$ cat config.mk
export PLATFORM = sky130hd
export DESIGN_NAME = med_filter_top
export DESIGN_NICKNAME = d
export VERILOG_FILES = /design/src/rtl/med_pkg.sv /design/src/rtl/med_age_fifo.sv /design/src/rtl/med_sort_array.sv /design/src/rtl/med_ctrl.sv /design/src/rtl/med_filter_top.sv
export SDC_FILE = /design/constraint.sdc
export NUM_CORES = 1
export LEC_CHECK = 0
export ABC_AREA = 1
export CORE_ASPECT_RATIO = 0.75
export CORE_MARGIN = 10
export CORE_UTILIZATION = 57
export DETAILED_ROUTE_END_ITERATION = 12
export GPL_ROUTABILITY_DRIVEN = 0
export PLACE_DENSITY_LB_ADDON = 0.15
export SYNTH_ARGS = -nofsm -noshare
export SYNTH_HDL_FRONTEND = slang
export SYNTH_HIERARCHICAL = 1
export SYNTH_SLANG_ARGS = --single-unit
$ cat constraint.sdc
create_clock -name clk -period 2.1 [get_ports clk]
set_input_delay 0.21 -clock clk [delete_from_list [all_inputs] [get_ports clk]]
set_output_delay 0.21 -clock clk [all_outputs]
set_load 0.01 [all_outputs]
$ cat src/rtl/med_pkg.sv
package med_pkg;
    typedef enum logic [1:0] {
        ST_IDLE   = 2'd0,
        ST_REMOVE = 2'd1,
        ST_INSERT = 2'd2,
        ST_OUTPUT = 2'd3
    } med_state_e;
endpackage

$ cat src/rtl/med_age_fifo.sv
module med_age_fifo #(
    parameter int W  = 16,
    parameter int N  = 7,
    parameter int CW = $clog2(N + 1)
) (
    input  logic          clk,
    input  logic          rst_n,
    input  logic          clear_i,
    input  logic          shift_i,
    input  logic [W-1:0]  sample_i,
    output logic [W-1:0]  oldest_o,
    output logic [CW-1:0] count_o,
    output logic          full_o
);
    localparam logic [CW-1:0] FULL_CNT = CW'(N);

    logic [W-1:0]  age_q [N];
    logic [CW-1:0] cnt_q;

    always_ff @(posedge clk or negedge rst_n) begin
        if (!rst_n) begin
            cnt_q <= '0;
            for (int j = 0; j < N; j++) age_q[j] <= '0;
        end else if (clear_i) begin
            cnt_q <= '0;
        end else if (shift_i) begin
            age_q[0] <= sample_i;
            for (int j = 1; j < N; j++) age_q[j] <= age_q[j-1];
            if (cnt_q != FULL_CNT) cnt_q <= cnt_q + 1'b1;
        end
    end

    assign oldest_o = age_q[N-1];
    assign count_o  = cnt_q;
    assign full_o   = (cnt_q == FULL_CNT);
endmodule

$ cat src/rtl/med_sort_array.sv
module med_sort_array #(
    parameter int W  = 16,
    parameter int N  = 7,
    parameter int CW = $clog2(N + 1)
) (
    input  logic          clk,
    input  logic          rst_n,
    input  logic          remove_i,
    input  logic          insert_i,
    input  logic [W-1:0]  old_i,
    input  logic [W-1:0]  new_i,
    input  logic [CW-1:0] used_i,
    output logic [W-1:0]  median_o
);
    localparam int MID = (N - 1) / 2;

    logic [W-1:0] slot_q   [N];
    logic [W-1:0] nxt_rm   [N];
    logic [W-1:0] nxt_ins  [N];
    logic [N-1:0] at_rm;
    logic [N-1:0] above;

    genvar g;
    generate
        for (g = 0; g < N; g++) begin : g_slot
            // removal: slots from the first match upwards take their upper neighbour
            if (g == 0) begin : g_rm0
                assign at_rm[g] = (slot_q[g] == old_i);
            end else begin : g_rmn
                assign at_rm[g] = at_rm[g-1] | (slot_q[g] == old_i);
            end
            if (g == N - 1) begin : g_top
                assign nxt_rm[g] = slot_q[g];
            end else begin : g_mid
                assign nxt_rm[g] = at_rm[g] ? slot_q[g+1] : slot_q[g];
            end

            // insertion: unused slots count as larger than the new sample
            assign above[g] = (CW'(g) >= used_i) || (slot_q[g] > new_i);
            if (g == 0) begin : g_ins0
                assign nxt_ins[g] = above[g] ? new_i : slot_q[g];
            end else begin : g_insn
                assign nxt_ins[g] = !above[g]    ? slot_q[g]   :
                                    above[g-1]   ? slot_q[g-1] : new_i;
            end
        end
    endgenerate

    always_ff @(posedge clk or negedge rst_n) begin
        if (!rst_n) begin
            for (int j = 0; j < N; j++) slot_q[j] <= '0;
        end else if (remove_i) begin
            for (int j = 0; j < N; j++) slot_q[j] <= nxt_rm[j];
        end else if (insert_i) begin
            for (int j = 0; j < N; j++) slot_q[j] <= nxt_ins[j];
        end
    end

    assign median_o = slot_q[MID];
endmodule

$ cat src/rtl/med_ctrl.sv
module med_ctrl
    import med_pkg::*;
#(
    parameter int W = 16
) (
    input  logic         clk,
    input  logic         rst_n,
    input  logic         push_i,
    input  logic         clear_i,
    input  logic [W-1:0] sample_i,
    input  logic         full_i,
    input  logic [W-1:0] median_i,
    output logic         busy_o,
    output logic         remove_o,
    output logic         insert_o,
    output logic [W-1:0] held_o,
    output logic         res_valid_o,
    output logic [W-1:0] res_o
);
    med_state_e state_q, state_d;
    logic [W-1:0] held_q;
    logic [W-1:0] res_q;
    logic         vld_q;

    always_comb begin
        state_d = state_q;
        unique case (state_q)
            ST_IDLE:   if (push_i) state_d = ST_REMOVE;
            ST_REMOVE: state_d = ST_INSERT;
            ST_INSERT: state_d = ST_OUTPUT;
            ST_OUTPUT: state_d = ST_IDLE;
            default:   state_d = ST_IDLE;
        endcase
        if (clear_i) state_d = ST_IDLE;
    end

    always_ff @(posedge clk or negedge rst_n) begin
        if (!rst_n) begin
            state_q <= ST_IDLE;
            held_q  <= '0;
            res_q   <= '0;
            vld_q   <= 1'b0;
        end else begin
            state_q <= state_d;
            vld_q   <= 1'b0;
            if (!clear_i) begin
                if (state_q == ST_IDLE && push_i) held_q <= sample_i;
                if (state_q == ST_OUTPUT) begin
                    vld_q <= full_i;
                    if (full_i) res_q <= median_i;
                end
            end
        end
    end

    always_comb begin
        busy_o   = (state_q != ST_IDLE);
        remove_o = (state_q == ST_REMOVE) && full_i && !clear_i;
        insert_o = (state_q == ST_INSERT) && !clear_i;
    end

    assign held_o      = held_q;
    assign res_valid_o = vld_q;
    assign res_o       = res_q;
endmodule

$ cat src/rtl/med_filter_top.sv
module med_filter_top #(
    parameter int W = 16,
    parameter int N = 7
) (
    input  logic         clk,
    input  logic         rst_n,
    input  logic         push_i,
    input  logic         clear_i,
    input  logic [W-1:0] sample_i,
    output logic         busy_o,
    output logic         res_valid_o,
    output logic [W-1:0] res_o,
    output logic         full_o
);
    localparam int CW = $clog2(N + 1);
    localparam logic [CW-1:0] LAST = CW'(N - 1);

    logic          remove_en, insert_en, win_full;
    logic [W-1:0]  held, oldest, median;
    logic [CW-1:0] fill;
    logic [CW-1:0] used;

    // after a removal only N-1 sorted entries remain valid
    assign used = win_full ? LAST : fill;

    med_ctrl #(.W(W)) ctrl_i (
        .clk(clk), .rst_n(rst_n), .push_i(push_i), .clear_i(clear_i),
        .sample_i(sample_i), .full_i(win_full), .median_i(median),
        .busy_o(busy_o), .remove_o(remove_en), .insert_o(insert_en),
        .held_o(held), .res_valid_o(res_valid_o), .res_o(res_o)
    );

    med_age_fifo #(.W(W), .N(N), .CW(CW)) fifo_i (
        .clk(clk), .rst_n(rst_n), .clear_i(clear_i), .shift_i(insert_en),
        .sample_i(held), .oldest_o(oldest), .count_o(fill), .full_o(win_full)
    );

    med_sort_array #(.W(W), .N(N), .CW(CW)) sort_i (
        .clk(clk), .rst_n(rst_n), .remove_i(remove_en), .insert_i(insert_en),
        .old_i(oldest), .new_i(held), .used_i(used), .median_o(median)
    );

    assign full_o = win_full;
endmodule

==> impl_metrics.yaml <==
critical_path:
  slowest_stage: "dfrtp_1"
  critPathMaxStageDelay_ns: 0.39
  required_ns: 2.56
  path_cells: "clkinvlp_4, buf_6, ha_4, nand4_1, nor3_2, buf_4, nand2_4, nand2_4, nand2_4, nand2_4, buf_8, nand2_2, nand3_2, nand2_2, nand3_2, nand2_2"
  worstPathArrival_ns: 2.92
  startpoint_type: "register"
  crit-reg2reg-launch: "ctrl_i/held_o[8]"
  critical_path_class: "register to register"
  path_max_fanout: 5
  crit_start: "ctrl_i/held_o[8]"
  worst_setup_path_end_kind: "register"
  cpMostUsedCell: "nand2_4"
global_route:
  grt_pass1_vias: 16909
  track_usage_pct: 30.2
  grt_pass1_wl_microns: 93100
  grt-ovfl-total: 0
  grt_start_max_net_pins: 75
  antenna_found_initial: 1
timing:
  finalSetupViolations: 112
  setup_tns_ns: -30.03
  clock.fmax_mhz: 408
  slew_violations: 0
  max-slew-margin-rel_pct: 66.5
  finalClockSkew_ns: 0.0171
  worst_pin_slew_ns: 0.502
  hold_violations: 0
  rsz0062_at_grt: "true"
  fin_crit_ns: 2.45
  finalCritPeriodShare_pct: 117
  setup_ws_ns: -0.353
drt:
  avgRoutedWirePerCell_microns: 19.6
  final_antenna_net_count: 0
  vias: 18387
  vias_per_cell: 5.89
  first_pass_iters: 7
  drt_wl_total_microns: 61300
  drt_iter0_markers: 2855
  drcViolationCount: 0
power:
  cellPowerDensity_mw_per_mm2: 1220
  p_leak_nw: 12.3
  peakVddDrop_v: 0.000758
  power_mw: 27.3
floorplan:
  start_util_pct: 58.2
  die_w_microns: 223
  core_sq_mm: 0.0303
  io_pins: 39
  dieArea_sq_mm: 0.0385
  fp-row-count: 55
  fp.dieH_microns: 172
clocking:
  cts_max_path_buffers: 3
  cts_sinks: 262
  htreeDepth: 1
  clkTransAtPathRegs_ns: 0.06
  cts_buffers: 28
  cts_tree: "done"
  clock_latency_ns: 0.57
  cts-root-buf: "clkbuf_16"
yosys:
  synth_top_area_share_pct: 37.1
  avgSynthCellArea_sq_um: 7.10
  ys_ff_latch: 262
  synth.area.top_cells: "dfrtp_1 (37%), nand2_1 (22%), ha_1 (8.4%)"
  synth.net_count: 2629
  yosysWarnings: 6
  synth.distinct_cells: 42
  yosys.area.top_type: "dfrtp_1"
  syn-cell-area_sq_mm: 0.0177
  seq_area_frac_synth_pct: 37.1
  syn_inst: 2490
outcome:
  status: "finished with violations"
  violations: "negative setup slack"
placement:
  port_buffers: 38
  hpwl_microns: 42900
finish:
  final_cell_mix: "nand2_1 (973), dfrtp_1 (262), nand3_1 (227)"
  final_nets: 2839
  fillCellCount: 2325
  layout-drive-gt1-share_pct: 22.1
  area_growth_pct: 26.3
  final_common_cell: "nand2_1"
min_path:
  hp-class: "input pin to async pin"
job:
  drv_cap: 0
[cell type report]
| cell class | instances | area, sq um | share of cell area [%] |
|---|---|---|---|
| diodes | 1 | 2.50 | 0.0112 |
| clock buffers | 39 | 843 | 3.78 |
| clock inverters | 11 | 116 | 0.521 |
| inverters | 186 | 757 | 3.39 |
| multi-input cells | 1894 | 10300 | 46.3 |
| flip-flops and latches | 262 | 6560 | 29.4 |
| well taps | 399 | 499 | 2.24 |
| repair buffers | 326 | 3180 | 14.3 |
| repair inverters | 2 | 22.5 | 0.101 |
[stage by stage]
step	instances	setup slack, ns	utilization [%]	area, sq um	hold WS [ns]
3_3_place_gp	3034	-0.301	65.3	19800	0.164
5_1_grt	3119	-0.412	73.5	22300	0.195
6_report	3120	-0.353	73.5	22300	0.147
4_1_cts	3103	-0.265	70.6	21400	0.159
3_5_place_dp	3034	-0.361	65.3	19800	0.162
2_1_floorplan	2490	0.0190	-	17700	-0.0856
[registers in the layout (all words and copies together), names as in the netlist, 3 cells and up]
register,flops
ctrl_i/held_o,16
sort_i/slot_q,80
fifo_i/age_q,96
sort_i/median_o,16
sort_i/nxt_rm,16
ctrl_i/res_o,16
fifo_i/oldest_o,16
fifo_i/count_o,3
[logic make-up (layout without fill, tap and decap cells)]
family,count (synthesis),after routing,share of synthesized area (%)
compound gates,198,198,6.34
xor+xnor,40,40,2.03
fa+ha+maj,119,119,8.43
buf+inv,334,564,9.76
flops,262,262,37.1
other cells,0,1,0
simple gates,1537,1537,36.3
[final timing paths]
path | to | slack, ns | cells past startpoint
max | sort_i/slot_q[28] | -0.35 | 16
min | fifo_i/age_q[26] | 0.15 | 2
max reg2reg | sort_i/slot_q[28] | -0.35 | 16
min reg2reg | fifo_i/age_q[66] | 0.47 | 2
max in group asynchronous | fifo_i/age_q[103] | 1.19 | 3
min in group clk | ctrl_i/held_o[6] | 0.23 | 3
[metal layers]
layer / track usage [%] / up-vias / routed length [microns]
met4: 7.59 / 0 / 1780
met5: 0 / - / 0
met1: 43.5 / 8668 / 25700
met2: 44.2 / 1217 / 25300
met3: 7.39 / 183 / 8440
li1: - / 8319 / -
[power by group]
group,total [mW],switching (mW),leakage (nW),internal (mW)
Clock,5.22,2.19,0.482,3.04
Sequential,7.12,0.873,3.53,6.25
Combinational,15.0,9.10,8.30,5.89
[critical path, delay by kind of cell, from the launching register on]
| family | cells | cell delay, ns |
|---|---|---|
| and+or+nand+nor | 11 | 1.03 |
| buffers and inverters | 4 | 0.67 |
| adders and majority gates | 1 | 0.25 |
| DFF | 1 | 0.39 |
[cells in the mapped netlist (all sizes together)]
cell type,number
nand2,1068
o211ai,2
o21a,5
buf,121
dfrtp,262
a31oi,1
a21boi,16
a21oi,88
a21o,1
xor2,23
clkbuf,27
nand3,255
xnor2,17
inv,186
nand4,40
or2,2
o21ai,80
nor3,17
o21bai,5
nand3b,1
ha,119
nor2,154
[repair_timing]
action / CTS / global route
setup buffers: 12 / 11
gates cloned: 6 / 6
pin swaps: 30 / 53
gates resized for setup: 117 / 209
hold buffers: 1 / 0
setup endpoints to repair: 114 / 164
hold endpoints to repair: 100 / 0
Note: power is estimated with default switching activity, not from simulation.
